===== config.mk =====
export PLATFORM = sky130hd
export DESIGN_NAME = sio_irq_vector
export DESIGN_NICKNAME = d
export VERILOG_FILES = /design/src/rtl/sio_irq_pkg.sv /design/src/rtl/sio_irq_ctrl.sv /design/src/rtl/sio_irq_datapath.sv /design/src/rtl/sio_irq_vector.sv
export SDC_FILE = /design/constraint.sdc
export NUM_CORES = 1
export LEC_CHECK = 0
export ABC_AREA = 1
export BUFFER_PORTS_ARGS = -buffer_cell sky130_fd_sc_hd__buf_2
export CAP_MARGIN = 10
export CORE_MARGIN = 2
export CORE_UTILIZATION = 50
export CTS_BUF_LIST = sky130_fd_sc_hd__clkbuf_2 sky130_fd_sc_hd__clkbuf_4 sky130_fd_sc_hd__clkbuf_8
export DETAILED_ROUTE_END_ITERATION = 8
export GPL_TIMING_DRIVEN = 1
export HOLD_SLACK_MARGIN = 0.12
export PLACE_DENSITY = 0.79
export SYNTH_ARGS = -nofsm -noshare
export SYNTH_HDL_FRONTEND = slang
export SYNTH_SLANG_ARGS = --single-unit

===== constraint.sdc =====
create_clock -name clk -period 3.2 [get_ports clk]
set_clock_uncertainty 0.15 [all_clocks]
set_input_delay 0.16 -clock clk [delete_from_list [all_inputs] [get_ports clk]]
set_output_delay 0.16 -clock clk [all_outputs]
set_load 0.005 [all_outputs]

===== src/rtl/sio_irq_pkg.sv =====
package sio_irq_pkg;

  localparam int NUM_CH = 2;
  localparam int BYTE_W = 8;
  localparam int CMD_W  = 3;
  localparam int MODE_W = 2;

  localparam logic [CMD_W-1:0]  CMD_CLR_TX  = 3'b101;
  localparam logic [CMD_W-1:0]  CMD_RST_IUS = 3'b111;
  localparam logic [MODE_W-1:0] MODE_FIRST  = 2'b01;
  localparam logic [MODE_W-1:0] MODE_ALL    = 2'b10;

  // cause code; low form is code<<1, high form is bit-reversed code<<4
  typedef enum logic [2:0] {
    CAUSE_B_TX = 3'd0,
    CAUSE_B_RX = 3'd2,
    CAUSE_NONE = 3'd3,
    CAUSE_A_TX = 3'd4,
    CAUSE_A_RX = 3'd6
  } cause_e;

  typedef struct packed {
    logic rdClr;
    logic cmdClrTx;
    logic cmdRstIus;
    logic wrClr;
    logic rxSet;
    logic txSet;
  } chStrobe_t;

  typedef struct packed {
    logic rxIntEn;
    logic txIntEn;
    logic brkEn;
    logic brkSeen;
  } chCfg_t;

  typedef struct packed {
    logic [NUM_CH-1:0] rxP;
    logic [NUM_CH-1:0] txP;
    logic [NUM_CH-1:0] rxS;
    logic [NUM_CH-1:0] txS;
    logic [BYTE_W-1:0] stat;
    logic [BYTE_W-1:0] vec;
  } ivcState_t;

  // ch: 0 = channel A, 1 = channel B
  function automatic logic [2:0] statBit(logic ch, logic isRx);
    if (ch) return isRx ? 3'd2 : 3'd1;
    return isRx ? 3'd5 : 3'd4;
  endfunction

  function automatic cause_e causeFor(logic ch, logic isRx);
    if (ch) return isRx ? CAUSE_B_RX : CAUSE_B_TX;
    return isRx ? CAUSE_A_RX : CAUSE_A_TX;
  endfunction

  function automatic logic [BYTE_W-1:0] vecByte(cause_e c, logic hi);
    logic [2:0] v;
    v = c;
    if (hi) return {1'b0, v[0], v[1], v[2], 4'b0000};
    return {4'b0000, v, 1'b0};
  endfunction

  function automatic ivcState_t doSetRx(ivcState_t s, logic ch, logic hi);
    ivcState_t r;
    r = s;
    r.rxP[ch] = 1'b1;
    r.rxS[ch] = 1'b1;
    r.stat[statBit(ch, 1'b1)] = 1'b1;
    r.vec = vecByte(causeFor(ch, 1'b1), hi);
    return r;
  endfunction

  function automatic ivcState_t doSetTx(ivcState_t s, logic ch, logic hi, logic txEn);
    ivcState_t r;
    r = s;
    r.txP[ch] = 1'b1;
    if (!r.rxS[ch]) begin
      r.txS[ch] = 1'b1;
      if (txEn) r.stat[statBit(ch, 1'b0)] = 1'b1;
      r.vec = vecByte(causeFor(ch, 1'b0), hi);
    end
    return r;
  endfunction

  function automatic ivcState_t doClrRx(ivcState_t s, logic ch, logic hi, logic txEn);
    ivcState_t r;
    r = s;
    r.rxP[ch] = 1'b0;
    r.rxS[ch] = 1'b0;
    r.stat[statBit(ch, 1'b1)] = 1'b0;
    r.vec = vecByte(CAUSE_NONE, hi);
    if (r.txP[ch]) r = doSetTx(r, ch, hi, txEn);
    return r;
  endfunction

  function automatic ivcState_t doClrTx(ivcState_t s, logic ch, logic hi);
    ivcState_t r;
    r = s;
    r.txP[ch] = 1'b0;
    r.txS[ch] = 1'b0;
    r.stat[statBit(ch, 1'b0)] = 1'b0;
    r.vec = vecByte(CAUSE_NONE, hi);
    if (r.rxP[ch]) r = doSetRx(r, ch, hi);
    return r;
  endfunction

  function automatic ivcState_t doRstIus(ivcState_t s, logic ch, logic hi, logic txEn);
    ivcState_t r;
    r = s;
    if (r.rxS[ch]) begin
      r.rxS[ch] = 1'b0;
      if (r.txP[ch]) r = doSetTx(r, ch, hi, txEn);
    end else if (r.txS[ch]) begin
      r.txS[ch] = 1'b0;
    end
    return r;
  endfunction

  // per-channel event order: read, command, write, receive, transmit
  function automatic ivcState_t applyChannel(ivcState_t s, logic ch, chStrobe_t st,
                                             logic txEn, logic hi);
    ivcState_t r;
    r = s;
    if (st.rdClr)     r = doClrRx(r, ch, hi, txEn);
    if (st.cmdClrTx)  r = doClrTx(r, ch, hi);
    if (st.cmdRstIus) r = doRstIus(r, ch, hi, txEn);
    if (st.wrClr)     r.txP[ch] = 1'b0;
    if (st.rxSet)     r = doSetRx(r, ch, hi);
    if (st.txSet)     r = doSetTx(r, ch, hi, txEn);
    return r;
  endfunction

endpackage


===== src/rtl/sio_irq_ctrl.sv =====
module sio_irq_ctrl
  import sio_irq_pkg::*;
(
  input  logic [NUM_CH-1:0]             rxCharEv,
  input  logic [NUM_CH-1:0]             txEmptyEv,
  input  logic [NUM_CH-1:0]             dataRdStb,
  input  logic [NUM_CH-1:0]             dataWrStb,
  input  logic [NUM_CH-1:0]             cmdWrStb,
  input  logic [CMD_W-1:0]              cmdCode,
  input  logic [NUM_CH-1:0][MODE_W-1:0] rxIntMode,
  input  logic [NUM_CH-1:0]             txIntEnable,
  input  logic [NUM_CH-1:0]             brkIntEnable,
  input  logic [NUM_CH-1:0]             brkStatus,
  input  logic                          statusHigh,
  output chStrobe_t                     strb [NUM_CH],
  output chCfg_t                        cfg  [NUM_CH],
  output logic                          statusHi
);

  logic isClrTx;
  logic isRstIus;

  assign isClrTx  = (cmdCode == CMD_CLR_TX);
  assign isRstIus = (cmdCode == CMD_RST_IUS);
  assign statusHi = statusHigh;

  for (genvar g = 0; g < NUM_CH; g++) begin : g_ch
    always_comb begin
      strb[g].rdClr     = dataRdStb[g];
      strb[g].cmdClrTx  = cmdWrStb[g] && isClrTx;
      strb[g].cmdRstIus = cmdWrStb[g] && isRstIus;
      strb[g].wrClr     = dataWrStb[g];
      strb[g].rxSet     = rxCharEv[g];
      strb[g].txSet     = txEmptyEv[g];

      cfg[g].rxIntEn = (rxIntMode[g] == MODE_FIRST) || (rxIntMode[g] == MODE_ALL);
      cfg[g].txIntEn = txIntEnable[g];
      cfg[g].brkEn   = brkIntEnable[g];
      cfg[g].brkSeen = brkStatus[g];
    end
  end

endmodule


===== src/rtl/sio_irq_datapath.sv =====
module sio_irq_datapath
  import sio_irq_pkg::*;
(
  input  logic              clk,
  input  logic              rstN,
  input  chStrobe_t         strb [NUM_CH],
  input  chCfg_t            cfg  [NUM_CH],
  input  logic              statusHi,
  output logic [BYTE_W-1:0] pendStatus,
  output logic [BYTE_W-1:0] intVector,
  output logic              irq
);

  ivcState_t         cur;
  ivcState_t         nxt;
  logic              irqQ;
  logic [NUM_CH-1:0] chReq;

  // channel B first, channel A last so A's cause stays in the vector
  always_comb begin
    nxt = cur;
    nxt = applyChannel(nxt, 1'b1, strb[1], cfg[1].txIntEn, statusHi);
    nxt = applyChannel(nxt, 1'b0, strb[0], cfg[0].txIntEn, statusHi);
  end

  for (genvar g = 0; g < NUM_CH; g++) begin : g_req
    assign chReq[g] = (cfg[g].txIntEn && nxt.txP[g]) ||
                      (cfg[g].rxIntEn && nxt.rxP[g]) ||
                      (cfg[g].brkEn   && cfg[g].brkSeen);
  end

  always_ff @(posedge clk or negedge rstN) begin
    if (!rstN) begin
      cur  <= '0;
      irqQ <= 1'b0;
    end else begin
      cur  <= nxt;
      irqQ <= |chReq;
    end
  end

  assign pendStatus = cur.stat;
  assign intVector  = cur.vec;
  assign irq        = irqQ;

endmodule


===== src/rtl/sio_irq_vector.sv =====
module sio_irq_vector
  import sio_irq_pkg::*;
(
  input  logic                          clk,
  input  logic                          rstN,
  input  logic [NUM_CH-1:0]             rxCharEv,
  input  logic [NUM_CH-1:0]             txEmptyEv,
  input  logic [NUM_CH-1:0]             dataRdStb,
  input  logic [NUM_CH-1:0]             dataWrStb,
  input  logic [NUM_CH-1:0]             cmdWrStb,
  input  logic [CMD_W-1:0]              cmdCode,
  input  logic [NUM_CH-1:0][MODE_W-1:0] rxIntMode,
  input  logic [NUM_CH-1:0]             txIntEnable,
  input  logic [NUM_CH-1:0]             brkIntEnable,
  input  logic [NUM_CH-1:0]             brkStatus,
  input  logic                          statusHigh,
  output logic [BYTE_W-1:0]             pendStatus,
  output logic [BYTE_W-1:0]             intVector,
  output logic                          irq
);

  chStrobe_t strb [NUM_CH];
  chCfg_t    cfg  [NUM_CH];
  logic      statusHi;

  sio_irq_ctrl u_ctrl (
    .rxCharEv     (rxCharEv),
    .txEmptyEv    (txEmptyEv),
    .dataRdStb    (dataRdStb),
    .dataWrStb    (dataWrStb),
    .cmdWrStb     (cmdWrStb),
    .cmdCode      (cmdCode),
    .rxIntMode    (rxIntMode),
    .txIntEnable  (txIntEnable),
    .brkIntEnable (brkIntEnable),
    .brkStatus    (brkStatus),
    .statusHigh   (statusHigh),
    .strb         (strb),
    .cfg          (cfg),
    .statusHi     (statusHi)
  );

  sio_irq_datapath u_dp (
    .clk        (clk),
    .rstN       (rstN),
    .strb       (strb),
    .cfg        (cfg),
    .statusHi   (statusHi),
    .pendStatus (pendStatus),
    .intVector  (intVector),
    .irq        (irq)
  );

endmodule


; Yosys cells after proc, flatten, opt, wreduce, memory -nomap -nowiden
; Index checks and enable logic that the tools add are counted.
[op_classes]
eq_ne = 6
magnitude_cmp = 14
n_mul = 0
reduce_logical = 24
shifts = 0
bitwise = 9
add_sub_neg = 0
mux = 143
n_div = 0
[op_table]
columns = operator, count
row1 = $mux W8, 26
row2 = $mux W24, 4
row3 = $mux W23, 4
row4 = $mux W22, 4
row5 = $mux W21, 4
row6 = $mux W3, 27
row7 = $mux W1, 62
row8 = $or A8 B8 Y8, 5
row9 = $mux W16, 2
row10 = $lt A3 B4 Y1 const B, 7
row11 = $demux W1 S3, 7
row12 = $ge A3 B1 Y1 const B, 7
row13 = $logic_and A1 B1 Y1, 17
row14 = $mux W17, 1
row15 = $and A8 B8 Y8, 2
row16 = $not A8 Y8, 2
row17 = $mux W4, 2
row18 = $eq A3 B3 Y1 const B, 2
row19 = $logic_or A1 B1 Y1, 6
row20 = $eq A2 B1 Y1 const B, 2
row21 = $eq A2 B2 Y1 const B, 2
row22 = $reduce_or A2 Y1, 1
[totals]
out_inout_bits = 17
wordCells = 203
latch_bits = 0
reg_bits = 25
mem_bits_rw = 0
mem_count = 0
romBits = 0

; Depth between registers and ports, before layout
; Gate-level depths: netlist of the first run.
[logic_depth]
word_depth = 88
ltp_mapped = 14
ltp_nobuf = 13

; By module
; A second synthesis of the first run with hierarchy kept.
[hier_totals]
hier_cells = 202
area_unflattened_um2 = 1458.9
[modules_own_cells]
columns = mod, area_per_inst_um2, seq_area_each_um2, cells_per_inst, n_inst
row1 = sio_irq_datapath, 1292.5, 475.5, 176, 1
row2 = sio_irq_ctrl, 166.4, 0.0, 26, 1

; Worst setup path before layout of the first run
; No wires, ideal clock.
[synth_timing]
kind = register to register
from = reg u_dp.cur[23] (netlist name)
to = reg u_dp.cur (netlist bit u_dp.intVector[5])
period_less_slack_ps = 1451
arrival_ps = 1184
path_slack_ps = 1749
setup_time_ps = 116
t_required_ps = 2934
path_stages_with_launch = 12
cell_sequence = dfrtp_1 inv_1 nor2_1 nand3_2 nand2_2 a31oi_1 nand2_2 nor2_1 o21ai_0 nand2_1 nand2_1 nand2_1
[synth_rtl]
columns = element, line_no
row1 = from (decl), sio_irq_datapath.sv:14  ; ivcState_t cur;
row2 = from (signal assigned), sio_irq_datapath.sv:37  ; cur <= nxt;

==> results of run 1 <==
worst reg2reg max path, delay by kind of cell (launching register included):
family	cells	cell delay [ns]
flip-flops	1	0.40
AND/OR/NAND/NOR	7	0.59
buffers and inverters	3	1.16
AO/OA/AOI/OAI	1	0.15
state kept, by name, indices dropped and copies added (netlist names):
name and flops:
u_dp.intVector 8, u_dp.irq 1, u_dp.pendStatus 4, u_dp.cur 6
metrics by stage:
stage               hold slack, ns  cells
floorplan                  -0.2856    179
global placement          -0.02449    230
detailed placement        -0.01806    230
CTS                         0.1738    258
global route                0.1826    258
finish                      0.1684    258
cells by family (layout without fill, tap and decap cells):
logic type,after synthesis,in the layout
DFF,19,19
xor gates and xnor gates,1,1
and+or+nand+nor,85,85
buffers and inverters,40,89
AOI/OAI and AO/OA,30,30
other,1,4
synthesized netlist by cell type, types with 2 or more instances:
| library cell | n |
|---|---|
| o21ai_1 | 2 |
| nand4_1 | 4 |
| a21oi_1 | 6 |
| o21ai_0 | 7 |
| nor3_1 | 2 |
| or2_2 | 2 |
| nand2_2 | 7 |
| nand2_1 | 45 |
| o211ai_1 | 2 |
| inv_2 | 2 |
| nor2_1 | 12 |
| inv_1 | 20 |
| nand3_2 | 2 |
| o22ai_1 | 2 |
| a31oi_1 | 2 |
| buf_4 | 16 |
| a21oi_2 | 2 |
| nand3_1 | 8 |
| o21bai_1 | 2 |
| dfrtp_1 | 19 |
power by group:
part           internal (mW)  switching [mW]
Combinational         0.0721          0.0825
Clock                 0.0466          0.0806
Sequential             0.258         0.00922
how the worst max path moves through the flow:
stage,from,to,cells past startpoint
floorplan,u_dp.cur[23],u_dp.intVector[5],11
global route,cmdCode[0],u_dp.pendStatus[4],15
CTS,cmdCode[0],u_dp.pendStatus[4],15
detailed placement,cmdCode[1],u_dp.irq,7
finish,cmdCode[0],u_dp.pendStatus[4],15
global placement,cmdCode[1],u_dp.irq,7
cells in the final DEF (no fill, tap or decap):
cell / Yosys / final
or2_2: 2 / 2
o21a_1: 1 / 1
nand3_2: 2 / 2
a22oi_1: 1 / 1
nand2_1: 45 / 45
inv_1: 20 / 20
xor2_1: 1 / 1
buf_2: 1 / 38
nor2_1: 12 / 12
nand2_2: 7 / 7
clkinv_2: 1 / 2
a22o_1: 1 / 1
inv_2: 2 / 2
a21oi_1: 6 / 6
o2111ai_1: 1 / 1
o22ai_1: 2 / 2
nand4_1: 4 / 4
nand2_4: 1 / 1
nor3b_2: 1 / 1
a21oi_2: 2 / 2
nor3_1: 2 / 2
nand3_1: 8 / 8
dlygate4sd3_1: 0 / 24
conb_1: 1 / 4
dfrtp_1: 19 / 19
nor2_4: 1 / 1
a31oi_1: 2 / 2
o21bai_1: 2 / 2
a221oi_1: 1 / 1
o211ai_1: 2 / 2
o21ai_0: 7 / 7
o21ai_1: 2 / 2
clkbuf_4: 0 / 3
final cells by class:
type / instances / area (um2)
fill: 212 / 783.3
multi-input combinational: 120 / 613.1
timing repair buffer: 62 / 430.4
inverter: 23 / 87.58
sequential: 19 / 475.5
tap: 30 / 37.54
clock buffer: 3 / 22.52
clock inverter: 1 / 5.005
routing by layer:
metal	part of all wire	GRT usage	vias up	wire length, um
li1	-	-	657	-
met1	0.41	0.3043	593	1377
met2	0.49	0.4266	73	1630
met3	0.085	0.04645	8	285
met4	0.015	0.08333	0	51
met5	0	0	-	0
==> impl_results.md, run 1 <==
- Initial antenna violation count: 0
- Clock root buffer: clkbuf_4
- Postcts setup bufs: 0
- Syn Area/Cell: 7.329 um2
- Share of layout cells above drive strength 1: 0.2675
- Slowest-stage cell, CP: dlygate4sd3_1
- Area share of the largest cell type after synthesis: 0.3686
- Hold WC Path Type: input pin to async pin
- Max-cap violations: 0
- Post-Place Setup Slack: 1.525 ns
- Static leakage: 0.8882 nW
- Achievable frequency: 361.5 MHz
- CP max FO: 9
- First-pass GRT wire length: 5257 um
- Worst R2R End: u_dp.pendStatus[4]
- Unrepaired setup endpoints after global routing: false
- Mux share of post-synthesis cell area: 0
- Post-DP Area: 0.001404 mm2
- Synth Flop Type: dfrtp_1
- Core area: 0.002455 mm2
- Total GRT Usage: 0.2467
- Worst path max stage delay: 0.55 ns
- Fin crit period: 2.767 ns
- Die Wd: 54.80 um
- Die area: 0.003002 mm2
- Sequential area share after synthesis: 0.3686
- Post_cts resized: 0
- Status: completed
- Final Instance Area: 0.001672 mm2
- First-pass DRT Iterations: 4
- Final worst setup slack: 0.4335 ns
- CP arrival: 2.87 ns
- Ant diodes: 0
- Number of flops mapped to enable cells by yosys: 0
- PD cells: 328.4 mW/mm2
- Final GP Congestion: 0.8907
- Worst VDD drop: 290.6 uV
- Post-Synth XOR/XNOR Area: 0.006790
- Final ANT Viol Nets: 0
- Post-synthesis adder-cell area fraction: 0
- CP top delay family: buffers and inverters
- Clock-pin transition on the worst setup and hold timing paths: 0.12 ns
- Cell Chain, Critical Path: dlygate4sd3_1, buf_2, nand2_2, nor2_4, nand2_4, clkinv_2, nand2_2, nand2_1, a21oi_2, nand2_2, nand2_1, nand2_1, dlygate4sd3_1, nand2_1, dlygate4sd3_1
- Reg-to-Reg Start: u_dp.cur[22]
- Post-synth top area cell: dfrtp_1
- Starting Density: 0.5255
- CTS tree: yes
- Number of global-route vias before repair: 1249
- # IOs: 43
- Clock Sinks: 19
- Clock Tree Buf Depth: 2
- Main combinational cell family by area after synthesis: simple AND/OR/NAND/NOR gates
- CP most frequent cell: nand2_1
- DRC errors left: 0
- Routed vias: 1331
- DP Wirelength: 2156 um
- Area delta synth->final: 29.58%
- CP required: 3.30 ns
- Number of CTS-inserted buffers: 3
- Total power: 549.0 uW
- Final slew viol count: 0
- Synth area leaders: dfrtp_1 (37%), nand2_1 (13%), buf_4 (9.3%)
- Port Buffers: 38
- Final setup fails: 0
- Via density: 5.159
- Cell Area, Synth: 0.001290 mm2
- Clk Latency, worst-skew pair: 0.30 ns
- Unique masters post-synth: 32
- Drt wl/cell: 12.96 um
- R2R cell count: 11
- Synth warn: 0
- Chip height: 54.80 um
- Worst Setup End Kind: register
- CP bufs+invs: 5
- Nets: 255
- Synth Register Bits: 19
- Worst setup path class: input pin to register
- Final Cycle Share: 0.8645
- Fin util: 0.6809
- Reg2Reg Setup Slack: 0.70 ns
- Simple-gate share of the synthesized area: 0.3104
- CP startpoint kind: input pin
- CTS H-tree depth: 1
- Compound-Gate Fraction of Synth Area: 0.1465
- Asr flop ratio synth: 1.000
- Hold-fix buffers, CTS: 24
- Rows: 18
- Final hold vios: 0
- DRT iter0 DRCs: 38
- Setup tns final: 0 ns
- Final WL: 3344 um
- Grt ovf: 0
- Post-synthesis cell count: 176
- Largest net degree at the start of global routing: 20
Power figures use the tool's default switching activity.
==> inputs of run 2 (changes only) <==
Settings changed: ABC_AREA 1 to unset, PLACE_DENSITY 0.79 to 0.8.
==> impl_results.md, run 2 <==
- Status: completed (unchanged)
- Asr flop ratio synth: 1.000 (unchanged)
- Cell Chain, Critical Path: dlygate4sd3_1, buf_2, inv_1, a21o_1, a222oi_1, nand4_1, dlygate4sd3_1 (was dlygate4sd3_1, buf_2, nand2_2, nor2_4, nand2_4, clkinv_2, nand2_2, nand2_1, a21oi_2, nand2_2, nand2_1, nand2_1, dlygate4sd3_1, nand2_1, dlygate4sd3_1)
- CP bufs+invs: 4 (was 5)
- Area delta synth->final: 21.90% (was 29.58%)
- First-pass DRT Iterations: 5 (was 4)
- Synth Flop Type: dfrtp_1 (unchanged)
- Fin crit period: 2.156 ns (was 2.767 ns)
- CP arrival: 2.20 ns (was 2.87 ns)
- Total power: 530.3 uW (was 549.0 uW)
- CP most frequent cell: dlygate4sd3_1 (was nand2_1)
- Die Wd: 54.25 um (was 54.80 um)
- Fill cells: 218 (was 212)
- Setup tns final: 0 ns (unchanged)
- CP max FO: 6 (was 9)
- Chip height: 54.25 um (was 54.80 um)
- # IOs: 43 (unchanged)
- Clock-pin transition on the worst setup and hold timing paths: 0.11 ns (was 0.12 ns)
- Rows: 18 (unchanged)
- Sequential share of power: 0.506 (was 0.487)
- Max FFs per register: 8 (unchanged)
- Core area: 0.002432 mm2 (was 0.002455 mm2)
- Switching pwr: 155.2 uW (was 172.3 uW)
- Hold-fix buffers, CTS: 15 (was 24)
- CP startpoint kind: input pin (unchanged)
- CP required: 3.24 ns (was 3.30 ns)
- Clk Latency, worst-skew pair: 0.30 ns (about the same)
- Final WL: 3097 um (was 3344 um)
- Reg-to-Reg Start: u_dp.cur[23] (was u_dp.cur[22])
- Syn Area/Cell: 8.828 um2 (was 7.329 um2)
- PD cells: 344.6 mW/mm2 (was 328.4 mW/mm2)
- Most frequent cells in the layout: buf_2 (38), dfrtp_1 (19), nand2_1 (17) (was nand2_1 (45), buf_2 (38), dlygate4sd3_1 (24))
- Post-synth top area cell: dfrtp_1 (unchanged)
- Max-cap violations: 0 (unchanged)
- Worst hold endpoint: u_dp.cur[18]
- Share of layout cells above drive strength 1: 0.2732 (was 0.2675)
- Largest net degree at the start of global routing: 20 (unchanged)
- CTS H-tree depth: 1 (unchanged)
- Clock Tree Buf Depth: 2 (unchanged)
- Worst Setup End Kind: register (unchanged)
- Unrepaired setup endpoints after global routing: false (unchanged)
- Clock root buffer: clkbuf_4 (unchanged)
- Slowest-stage cell, CP: dlygate4sd3_1 (unchanged)
- Worst VDD drop: 240.9 uV (was 290.6 uV)
- CP top delay family: buffers and inverters (unchanged)
- Worst path max stage delay: 0.58 ns (was 0.55 ns)
- Number of global-route vias before repair: 1148 (was 1249)
- Hold path start: cmdWrStb[0]
- Synth warn: 0 (unchanged)
- R2R cell count: 4 (was 11)
- WHS Path Cells: 3
- Clock Sinks: 19 (unchanged)
- Final hold slack: 0.1608 ns (was 0.1684 ns)
- Post_cts resized: 0 (unchanged)
- Synth area leaders: dfrtp_1 (38%), buf_4 (9.5%), o21ai_0 (5.2%) (was dfrtp_1 (37%), nand2_1 (13%), buf_4 (9.3%))
- Number of CTS-inserted buffers: 3 (unchanged)
- Pint: 375.2 uW (was 376.7 uW)
- Total GRT Usage: 0.2314 (was 0.2467)
- Most common cell after layout, fill and taps aside: buf_2 (was nand2_1)
- Final setup fails: 0 (unchanged)
- Ant diodes: 0 (unchanged)
- DRT iter0 DRCs: 47 (was 38)
- Final Cycle Share: 0.6739 (was 0.8645)
- First-pass GRT wire length: 4968 um (was 5257 um)
- Static leakage: 0.7284 nW (was 0.8882 nW)
- DP Wirelength: 2263 um (was 2156 um)
- Routed vias: 1236 (was 1331)
- Final ANT Viol Nets: 0 (unchanged)
- Final slew viol count: 0 (unchanged)
- Worst setup path class: input pin to register (unchanged)
- Unique masters post-synth: 43 (was 32)
- Post-synth top cells: dfrtp_1 (19), nand2_1 (17), buf_4 (16), o21ai_0 (13), a21oi_1 (9) (was nand2_1 (45), inv_1 (20), dfrtp_1 (19), buf_4 (16), nor2_1 (12))
- Hold WC Path Type: input pin to register (was input pin to async pin)
- Final hold vios: 0 (unchanged)
- Synth Register Bits: 19 (unchanged)
- Area share of the largest cell type after synthesis: 0.3766 (was 0.3686)
- Achievable frequency: 463.7 MHz (was 361.5 MHz)
- Sequential area share after synthesis: 0.3766 (was 0.3686)
- CTS tree: yes (unchanged)
- Cell Area, Synth: 0.001262 mm2 (was 0.001290 mm2)
- Switching Fraction: 0.2926 (was 0.3139)
- Post-synthesis cell count: 143 (was 176)
- Number of flops mapped to enable cells by yosys: 0 (unchanged)
- Reg2Reg Setup Slack: 1.28 ns (was 0.70 ns)
- Most frequent cell after synthesis: dfrtp_1 (was nand2_1)
- Die area: 0.002943 mm2 (was 0.003002 mm2)
- Port Buffers: 38 (unchanged)
- Final GP Congestion: 0.9272 (was 0.8907)
- CP startpoint: dataRdStb[1] (was cmdCode[0])
- Clock share of power: 0.248 (was 0.232)
- Nets: 210 (was 255)
- Gate power share: 0.246 (was 0.282)
- Via density: 5.803 (was 5.159)
- Worst R2R End: u_dp.irq (was u_dp.pendStatus[4])
- Grt ovf: 0 (unchanged)
- Initial antenna violation count: 0 (unchanged)
- Postcts setup bufs: 0 (unchanged)
- Starting Density: 0.5190 (was 0.5255)
- DRC errors left: 0 (unchanged)
- Drt wl/cell: 14.54 um (was 12.96 um)
## run 2: changes by cell type after synthesis, sizes merged, moves of 3 or more
| cell | delta |
|---|---|
| a21o | +4 |
| a21oi | +3 |
| and2 | +3 |
| clkbuf | +3 |
| inv | -14 |
| nand2 | -36 |
| nand2b | +4 |
| nand3 | -8 |
| nor2 | -11 |
| o21ai | +5 |
## run 2: layer usage
metal | track usage | up-vias | routed length, um
met5 | 0 | - | 0
met4 | 0.1500 | 0 | 117
met3 | 0.03279 | 16 | 186
met2 | 0.3815 | 53 | 1551
met1 | 0.2806 | 590 | 1241
li1 | - | 577 | -
## run 2: worst max path at each step
| stage | to | slack (ns) | cells after the start |
|---|---|---|---|
| after detailed placement | u_dp.pendStatus[4] | 1.45 | 6 |
| after CTS | u_dp.irq | 1.15 | 7 |
| after global routing | u_dp.irq | 0.92 | 7 |
| final | u_dp.irq | 1.04 | 7 |
| after global placement | u_dp.pendStatus[4] | 1.50 | 6 |
| after floorplan | u_dp.intVector[0] | 1.69 | 5 |
## run 2: cell type report
type / count / area, um2 / area share
Clock buffer: 4 / 30.03 / 0.01951
Inverter: 8 / 30.03 / 0.01951
Tap cell: 30 / 37.54 / 0.02439
Sequential cell: 19 / 475.5 / 0.3089
Multi-Input combinational cell: 99 / 625.6 / 0.4065
Timing Repair Buffer: 53 / 340.3 / 0.2211
## run 2: kinds of logic (layout without fill, tap and decap cells)
kind of cell	count (synthesis)	count (layout)	synth area share
buffers and inverters	28	65	0.1368
other	1	4	0.002970
xor gates and xnor gates	2	2	0.01388
DFF	19	19	0.3766
AOI/OAI and AO/OA	46	46	0.2547
and+or+nand+nor	47	47	0.2151
## run 2: power by group through the flow
stage / registers (mW) / clock network [mW] / logic (mW)
final: 0.268 / 0.132 / 0.130
after global routing: 0.270 / 0.147 / 0.145
after CTS: 0.268 / 0.136 / 0.129
after detailed placement: 0.272 / 0 / 0.112
after global placement: 0.272 / 0 / 0.109
after floorplan: 0.270 / 0 / 0.0814
## run 2: through the flow
step / area, um2 / setup slack [ns] / utilization / std cells
4_1_cts: 1539 / 1.146 / 0.6327 / 213
3_5_place_dp: 1359 / 1.448 / 0.5586 / 194
6_report: 1539 / 1.044 / 0.6327 / 213
3_3_place_gp: 1359 / 1.502 / 0.5586 / 194
5_1_grt: 1539 / 0.9191 / 0.6327 / 213
2_1_floorplan: 1274 / 1.695 / - / 146
## run 2: tightest hold or removal path, delay by kind of cell
kind | cells | cell delay (ns)
AND/OR/NAND/NOR | 1 | 0.15
AO/OA/AOI/OAI | 1 | 0.15
buffers and inverters | 1 | 0.12
